`config.mk`:
```
export PLATFORM = sky130hd
export DESIGN_NAME = dlw_sram_core
export DESIGN_NICKNAME = d
export VERILOG_FILES = /design/src/rtl/dlw_sram_pkg.sv /design/src/rtl/dlw_burst_seq.sv /design/src/rtl/dlw_write_buf.sv /design/src/rtl/dlw_word_array.sv /design/src/rtl/dlw_sram_core.sv
export SDC_FILE = /design/constraint.sdc
export NUM_CORES = 2
export LEC_CHECK = 0
export BUFFER_PORTS_ARGS = -buffer_cell sky130_fd_sc_hd__buf_2
export CAP_MARGIN = 30
export CELL_PAD_IN_SITES_DETAIL_PLACEMENT = 1
export CELL_PAD_IN_SITES_GLOBAL_PLACEMENT = 2
export CORE_ASPECT_RATIO = 1.4
export CORE_MARGIN = 2
export CORE_UTILIZATION = 50
export CTS_CLUSTER_DIAMETER = 150
export DETAILED_ROUTE_END_ITERATION = 16
export PLACE_DENSITY_LB_ADDON = 0.1
export SKIP_CTS_REPAIR_TIMING = 1
export SLEW_MARGIN = 15
export SYNTH_ARGS = -nofsm -noshare
export SYNTH_HDL_FRONTEND = slang
export SYNTH_SLANG_ARGS = --single-unit
```
`constraint.sdc`:
```
create_clock -name clk -period 3 [get_ports clk]
set_input_delay 0.15 -clock clk [delete_from_list [all_inputs] [get_ports clk]]
set_output_delay 0.15 -clock clk [all_outputs]
set_load 0.1 [all_outputs]
```
`src/rtl/dlw_sram_pkg.sv`:
```
package dlw_sram_pkg;
  localparam int unsigned LANE_W = 9;

  typedef enum logic [1:0] {
    BURST_1 = 2'd0,
    BURST_2 = 2'd1,
    BURST_3 = 2'd2,
    BURST_4 = 2'd3
  } burst_code_e;

  // step inside an aligned group of four words
  function automatic logic [1:0] wrap_step(input logic [1:0] low);
    return low + 2'd1;
  endfunction
endpackage

```
`src/rtl/dlw_burst_seq.sv`:
```
module dlw_burst_seq #(
  parameter int AW  = 6,
  parameter int NCS = 2
) (
  input  logic           clk,
  input  logic           rst_n,
  input  logic           cmd_valid,
  input  logic           cmd_write,
  input  logic [AW-1:0]  cmd_addr,
  input  logic [1:0]     cmd_blen,
  input  logic [NCS-1:0] cs_in,
  input  logic [NCS-1:0] cs_pol,
  output logic           beat_vld,
  output logic           beat_wr,
  output logic [AW-1:0]  beat_addr,
  output logic [1:0]     beat_left
);
  import dlw_sram_pkg::*;

  logic selected;
  logic take;

  assign selected = &(cs_in ~^ cs_pol);
  assign take     = cmd_valid && selected && (beat_left == 2'd0);

  always_ff @(posedge clk) begin
    if (!rst_n) begin
      beat_vld  <= 1'b0;
      beat_wr   <= 1'b0;
      beat_addr <= '0;
      beat_left <= 2'd0;
    end else if (take) begin
      beat_vld  <= 1'b1;
      beat_wr   <= cmd_write;
      beat_addr <= cmd_addr;
      beat_left <= cmd_blen;
    end else if (beat_left != 2'd0) begin
      beat_vld  <= 1'b1;
      beat_addr <= {beat_addr[AW-1:2], wrap_step(beat_addr[1:0])};
      beat_left <= beat_left - 2'd1;
    end else begin
      beat_vld  <= 1'b0;
    end
  end
endmodule

```
`src/rtl/dlw_write_buf.sv`:
```
module dlw_write_buf #(
  parameter int AW    = 6,
  parameter int DW    = 36,
  parameter int LANES = DW / 9
) (
  input  logic             clk,
  input  logic             rst_n,
  input  logic             beat_vld,
  input  logic             beat_wr,
  input  logic [AW-1:0]    beat_addr,
  input  logic [DW-1:0]    wr_data,
  input  logic [LANES-1:0] wr_be,
  input  logic [DW-1:0]    arr_q,
  output logic [DW-1:0]    fwd_data,
  output logic             commit_en,
  output logic [AW-1:0]    commit_addr,
  output logic [DW-1:0]    commit_data,
  output logic [LANES-1:0] commit_be
);
  import dlw_sram_pkg::*;

  localparam int NENT = 2;

  // stage awaiting its data on the pins
  logic             w1_vld;
  logic [AW-1:0]    w1_addr;
  // buffered entries: index 0 newest
  logic [NENT-1:0]  e_vld;
  logic [AW-1:0]    e_addr [NENT];
  logic [DW-1:0]    e_data [NENT];
  logic [LANES-1:0] e_be   [NENT];

  always_ff @(posedge clk) begin
    if (!rst_n) begin
      w1_vld  <= 1'b0;
      w1_addr <= '0;
      e_vld   <= '0;
      for (int i = 0; i < NENT; i++) begin
        e_addr[i] <= '0;
        e_data[i] <= '0;
        e_be[i]   <= '0;
      end
    end else begin
      w1_vld    <= beat_vld && beat_wr;
      w1_addr   <= beat_addr;
      e_vld[0]  <= w1_vld;
      e_addr[0] <= w1_addr;
      e_data[0] <= wr_data;
      e_be[0]   <= wr_be;
      for (int i = 1; i < NENT; i++) begin
        e_vld[i]  <= e_vld[i-1];
        e_addr[i] <= e_addr[i-1];
        e_data[i] <= e_data[i-1];
        e_be[i]   <= e_be[i-1];
      end
    end
  end

  assign commit_en   = e_vld[NENT-1];
  assign commit_addr = e_addr[NENT-1];
  assign commit_data = e_data[NENT-1];
  assign commit_be   = e_be[NENT-1];

  for (genvar l = 0; l < LANES; l++) begin : g_lane
    logic [LANE_W-1:0] lane_q;
    always_comb begin
      lane_q = arr_q[l*LANE_W +: LANE_W];
      for (int i = NENT - 1; i >= 0; i--) begin
        if (e_vld[i] && (e_addr[i] == beat_addr) && e_be[i][l])
          lane_q = e_data[i][l*LANE_W +: LANE_W];
      end
      if (w1_vld && (w1_addr == beat_addr) && wr_be[l])
        lane_q = wr_data[l*LANE_W +: LANE_W];
    end
    assign fwd_data[l*LANE_W +: LANE_W] = lane_q;
  end
endmodule

```
`src/rtl/dlw_word_array.sv`:
```
module dlw_word_array #(
  parameter int AW    = 6,
  parameter int DW    = 36,
  parameter int LANES = DW / 9
) (
  input  logic             clk,
  input  logic             we,
  input  logic [AW-1:0]    waddr,
  input  logic [DW-1:0]    wdata,
  input  logic [LANES-1:0] wbe,
  input  logic [AW-1:0]    raddr,
  output logic [DW-1:0]    rdata
);
  import dlw_sram_pkg::*;

  localparam int DEPTH = 1 << AW;

  logic [DW-1:0] mem [DEPTH];

  always_ff @(posedge clk) begin
    for (int l = 0; l < LANES; l++) begin
      if (we && wbe[l])
        mem[waddr][l*LANE_W +: LANE_W] <= wdata[l*LANE_W +: LANE_W];
    end
  end

  assign rdata = mem[raddr];
endmodule

```
`src/rtl/dlw_sram_core.sv`:
```
module dlw_sram_core #(
  parameter int DW  = 36,
  parameter int AW  = 6,
  parameter int NCS = 2
) (
  input  logic              clk,
  input  logic              rst_n,
  input  logic              cmd_valid,
  input  logic              cmd_write,
  input  logic [AW-1:0]     cmd_addr,
  input  logic [1:0]        cmd_blen,
  input  logic [NCS-1:0]    cs_in,
  input  logic [NCS-1:0]    cs_pol,
  input  logic [DW-1:0]     wr_data,
  input  logic [DW/9-1:0]   wr_be,
  output logic [DW-1:0]     rd_data,
  output logic              rd_oe
);
  localparam int LANES = DW / 9;

  logic             beat_vld;
  logic             beat_wr;
  logic [AW-1:0]    beat_addr;
  logic [1:0]       beat_left;
  logic [DW-1:0]    arr_q;
  logic [DW-1:0]    fwd_data;
  logic             commit_en;
  logic [AW-1:0]    commit_addr;
  logic [DW-1:0]    commit_data;
  logic [LANES-1:0] commit_be;

  dlw_burst_seq #(.AW(AW), .NCS(NCS)) u_seq (
    .clk       (clk),
    .rst_n     (rst_n),
    .cmd_valid (cmd_valid),
    .cmd_write (cmd_write),
    .cmd_addr  (cmd_addr),
    .cmd_blen  (cmd_blen),
    .cs_in     (cs_in),
    .cs_pol    (cs_pol),
    .beat_vld  (beat_vld),
    .beat_wr   (beat_wr),
    .beat_addr (beat_addr),
    .beat_left (beat_left)
  );

  dlw_write_buf #(.AW(AW), .DW(DW), .LANES(LANES)) u_wbuf (
    .clk         (clk),
    .rst_n       (rst_n),
    .beat_vld    (beat_vld),
    .beat_wr     (beat_wr),
    .beat_addr   (beat_addr),
    .wr_data     (wr_data),
    .wr_be       (wr_be),
    .arr_q       (arr_q),
    .fwd_data    (fwd_data),
    .commit_en   (commit_en),
    .commit_addr (commit_addr),
    .commit_data (commit_data),
    .commit_be   (commit_be)
  );

  dlw_word_array #(.AW(AW), .DW(DW), .LANES(LANES)) u_array (
    .clk   (clk),
    .we    (commit_en),
    .waddr (commit_addr),
    .wdata (commit_data),
    .wbe   (commit_be),
    .raddr (beat_addr),
    .rdata (arr_q)
  );

  always_ff @(posedge clk) begin
    if (!rst_n) begin
      rd_oe   <= 1'b0;
      rd_data <= '0;
    end else begin
      rd_oe <= beat_vld && !beat_wr;
      if (beat_vld && !beat_wr)
        rd_data <= fwd_data;
    end
  end
endmodule

```
[Word-level counts from Yosys, hierarchy flattened]
Memory sizes are Yosys's and may differ from the RTL's.
Cells that the tools add are included.
Cells by class
  add/subtract/negate cells: 2
  eq/ne operators: 3
  reduce and logical (&&, ||, !) cells: 28
  bitwise logic cells: 7
  muxes and demuxes: 34
Operator list (count)
  9-bit two-way mux: 12
  36-bit two-way mux: 2
  1-bit logical AND: 23
  6-bit == test: 3
  6-bit two-way mux: 3
  1-bit two-way mux: 12
  4-bit two-way mux: 2
  2-bit two-way mux: 3
  1-bit OR: 6
  2-bit nonzero test: 2
  2-bit by 1-bit adder with 2-bit output (second input constant): 1
  2-bit zero test: 1
  2-bit AND reduction: 1
  2-bit by 1-bit subtractor with 2-bit output (second input constant): 1
  2-bit XNOR: 1
  1-bit zero test: 1
Storage, ports and cells
  memories: 4
  flip-flop bits (word level): 56
  memory bits (writable): 2396
  logic and storage cells: 88
Memory list
  u_array.mem: depth 64, bits a word 36, read ports 1, clocked after Yosys merged registers in 0, write ports 1, line dlw_word_array.sv:18  | logic [DW-1:0] mem [DEPTH];
  u_wbuf.e_data: depth 2, bits a word 36, read ports 2, clocked after Yosys merged registers in 0, write ports 2, line dlw_write_buf.sv:30  | logic [DW-1:0] e_data [NENT];
  u_wbuf.e_addr: depth 2, bits a word 6, read ports 2, clocked after Yosys merged registers in 0, write ports 2, line dlw_write_buf.sv:29  | logic [AW-1:0] e_addr [NENT];
  u_wbuf.e_be: depth 2, bits a word 4, read ports 2, clocked after Yosys merged registers in 0, write ports 2, line dlw_write_buf.sv:31  | logic [LANES-1:0] e_be [NENT];

[Depth between registers and ports, before layout]
An unclocked memory read counts as a cell.
  depth in word-level cells: 7
  gate-level depth with buffers: 12

[By module]
From an unflattened synthesis, not the netlist that was laid out.
Unflattened totals
  cell total of the unflattened synthesis: 4729
  area total of the unflattened synthesis: 95162.5 um^2
Modules (own cells, without submodules)
  dlw_word_array: cells an instance 4029, area an instance 88532.4 um^2, sequential area each 69186.4 um^2, instances 1
  dlw_write_buf: cells an instance 482, area an instance 4645.7 um^2, sequential area each 2021.9 um^2, instances 1
  dlw_sram_core: cells an instance 159, area an instance 1514.0 um^2, sequential area each 740.7 um^2, instances 1
  dlw_burst_seq: cells an instance 59, area an instance 470.5 um^2, sequential area each 200.2 um^2, instances 1

[Worst setup path before layout]
OpenSTA, ideal clock, no wires.
  kind: register to register
  start: register u_seq.beat_addr[0]
  end: register rd_data[13]
  library setup time: 0.138 ns
  period minus slack after synthesis: 2.265 ns
  path slack: 0.735 ns
  data arrival time: 2.127 ns
  required time: 2.862 ns
  cell stages (with the launch flop): 10
  path buffers: 4
  cell sequence: dfxtp_1 > buf_6 > buf_6 > buf_6 > buf_4 > mux4_2 > a22oi_1 > a21oi_1 > nor4_1 > o221ai_1
Between the ends
  cells in the longest elaborated chain, start to end: 6
  elaborated cells on any way between the ends: 13
  those cells by class: eq/ne: 3; mux: 3; reduce/logical: 6; memory: 1
RTL lines
  start: declaration: line dlw_burst_seq.sv:15  | output logic [AW-1:0] beat_addr,
  start signal: assignment: line dlw_burst_seq.sv:35  | beat_addr <= cmd_addr;
  start signal: assignment: line dlw_burst_seq.sv:39  | beat_addr <= {beat_addr[AW-1:2], wrap_step(beat_addr[1:0])};
  parallel branches: the longest is 5 deep, another holds memory 64 x 36 bit
  9-bit two-way mux (*): line dlw_write_buf.sv:72  | if (w1_vld && (w1_addr == beat_addr) && wr_be[l])
  end signal: assignment: line dlw_sram_core.sv:80  | rd_data <= fwd_data;
  end: declaration: line dlw_sram_core.sv:16  | output logic [DW-1:0] rd_data,
Every way passes the cells marked *.
A chain may end at the register's enable or synchronous reset.

[Worst setup path in the final report]
  start: register u_seq.beat_addr[0]
  end: register rd_data[20]
The elaborated chain is that of the path after synthesis.

==> out/results.ini <==
[status]
status = complete, no violations

[worst_setup_path]
timing.reg2reg.setup_slack_ns = 0.02
r2r_end = rd_data[20]
cpPeakStageDelay_ns = 0.55
timing.rr.start = u_seq.beat_addr[0]
cp_common_cell = buf_4
slowest_stage = o22ai_1
cp_data_required_time_ns = 3.73
cpLargestDelayFamily = compound AO/OA/AOI/OAI gates
arrival_ns = 3.72
cp_max_fo = 18
cp_num_cells = 9
startpoint_type = register
worst-setup-path-type = register to register
r2r_cells = 9
critPathBufInv = 3
crit_chain = buf_12, buf_4, mux4_2, nor2b_1, a211oi_1, a31oi_1, o22ai_1, buf_4, o32ai_1
setup.worst_path.end_class = register

[sta]
relSlewSlack_pct = 31.4
rsz0062_at_grt = yes
clock-skew-final_ns = 0.0382
worst_pin_slew_ns = 1.03
hold_violations = 0
final.period_utilization_pct = 99.5
setup_viol_count_final = 0
setup_ws_ns = 0.0156
hold_slack_ns = 0.115
period_minus_slack_ns = 2.98
finalMaxSlewViolations = 0
fmax_mhz = 335

[power_and_ir_drop]
power.total_w = 0.0843
p_sw_w = 0.0231
intPower_w = 0.0612
clockPowerShare_pct = 33.6
p_comb_share_pct = 21.2
p_leak_nw = 35.8
p_sw_share_pct = 27.4
ir_worst_vdd_mv = 0.540
sequentialPowerShare_pct = 45.1
power.density_nw_per_um2 = 767

[hold_path]
min_from = cs_in[0]
hold_depth = 7
hold_path_class = input port to register
whs_endpoint = u_seq.beat_addr[1]

[yosys]
synth_area_leaders = edfxtp_1 (73%), mux4_2 (12%), dfxtp_1 (3.1%)
synth_fa_ha_area_share_pct = 0.0133
syn_inst = 4658
synth_ff_type = edfxtp_1
yosysSeqAreaShare_pct = 76.5
synthSimpleGateAreaFrac_pct = 3.38
yosysUniqueCellTypes = 70
yosysTopAreaCell = edfxtp_1
synth_top_area_share_pct = 73.3
synth-compound-area-share_pct = 3.91
synth_top_family_by_area = multiplexers
synth_mux_area_share_pct = 14.2
yosysWarningCount = 0
netlist_area_um2 = 94300
async_reset_ff_share_pct = 0
synth_nets = 4715
synthXorXnorAreaFrac_pct = 0.194
syn_avg_cell_area_um2 = 20.3
synth-edff-count = 2304
synth_seq_cells = 2452

[clock_network]
clockBufferDepth = 4
ctsRootBufferMaster = clkbuf_16
clkSinkCount = 2452
h-tree-depth = 4
clk_pin_slew_ns = 0.07
tritoncts = done
cts_buffers = 229
clkLatencyLatePin_ns = 0.89

[final_layout]
final_common_cell = edfxtp_1
syn2layout_area_growth_pct = 16.6
fin_cells = 8078
final_cell_mix = edfxtp_1 (2,304), buf_4 (564), mux4_2 (521)
drive_gt1_share_pct = 29.9
nets = 5464
final_core_util_pct = 58.6

[floorplanning]
initial_core_util_pct = 50.3
die_h_um = 518
io_pins = 93
fp-row-count = 188
core_area_um2 = 187000
die_area_um2 = 192000
die_w_um = 371

[global_route]
overflow = 0
antenna_found_initial = 19
grt_pass1_vias = 52898
track_usage_pct = 31.5
grt_pass1_wl_um = 418000
grt_max_degree = 65

[detailed_routing]
avgViaCountPerCell = 6.33
wl_per_cell_um = 37.4
drc = 0
drtIter0Drc = 5571
drt-total-wl_um = 302000
drtPass1Iterations = 6
antenna_left = 0
vias = 51143

[placement]
dp_slack_ns = -0.141
place_inst = 7544
gp_congestion = 0.883
post-dp-hpwl_um = 202000
portBuffers = 92

[run]
drv_cap = 0

## how the worst max path moves through the flow
stage,to,from
6_report,rd_data[20],u_seq.beat_addr[0]
5_1_grt,rd_data[13],u_seq.beat_addr[0]
4_1_cts,rd_data[0],u_seq.beat_addr[0]
3_5_place_dp,rd_data[0],u_seq.beat_addr[0]
3_3_place_gp,rd_data[0],u_seq.beat_addr[0]
2_1_floorplan,rd_data[13],u_seq.beat_addr[0]
## power groups by stage
| stage | logic (W) | clock network (W) | registers, W |
|---|---|---|---|
| finish | 0.0179 | 0.0283 | 0.0381 |
| global route | 0.0187 | 0.0298 | 0.0381 |
| CTS | 0.0177 | 0.0287 | 0.0381 |
| detailed placement | 0.0177 | 0 | 0.0388 |
| global placement | 0.0175 | 0 | 0.0388 |
| floorplan | 0.0106 | 0 | 0.0396 |
## sequential cells by signal, indices dropped and copies added, names as in the netlist, 6 cells and up
register,count
u_wbuf.e_addr,12
u_wbuf.w1_addr,6
u_seq.beat_addr,6
u_wbuf.e_be,8
u_wbuf.e_data,72
rd_data,36
u_array.mem,2304
## worst reg2reg max path: cells and delay by family, from the launching register on
kind | cells | cell delay [ns]
and+or+nand+nor | 1 | 0.14
DFF | 1 | 0.41
muxes | 1 | 0.53
buffers and inverters | 3 | 0.77
AOI/OAI and AO/OA | 4 | 0.99
## area by class of cell
type	instances	area [um2]
inverters	13	51.3
flip-flops and latches	2452	72200
diodes	17	42.5
repair buffers	804	6790
clock buffers	315	6320
multi-input cells	1907	20600
fillers	16010	77500
well taps	2470	3090
clock inverters	100	831
## metrics by stage
stage	setup TNS [ns]	area [um2]
CTS	-0.753	109000
finish	0	110000
detailed placement	-0.542	102000
floorplan	0	94300
global placement	-0.219	102000
global route	0	110000
## synthesized netlist by cell type, drive strengths merged (25+ instances only)
cell type and instances:
nor3 43, mux4 530, a22o 26, dfxtp 148
a21oi 79, a211oi 40, and2 105, clkbuf 126
buf 160, edfxtp 2304, a222oi 25, o221ai 36
a22oi 28, nor2 318, nor2b 32, nand2 112
o21ai 71, mux2i 125, o22ai 163
## routing by layer
layer	share of wire [%]	vias up	track usage (%)
li1	-	20690	-
met1	36	27552	39.4
met2	51	2307	52.7
met3	7.2	576	5.92
met4	5.7	18	15.2
met5	0.039	-	0
## cell families (layout without fill, tap and decap cells)
logic type      Yosys count  in the layout
fa+ha+maj                 1              1
xor+xnor                 20             20
compound gates          541            541
buf+inv                 299           1232
flops                  2452           2452
simple gates            675            675
mux                     670            670
other cells               0             17
Power figures use the tool's default switching activity.
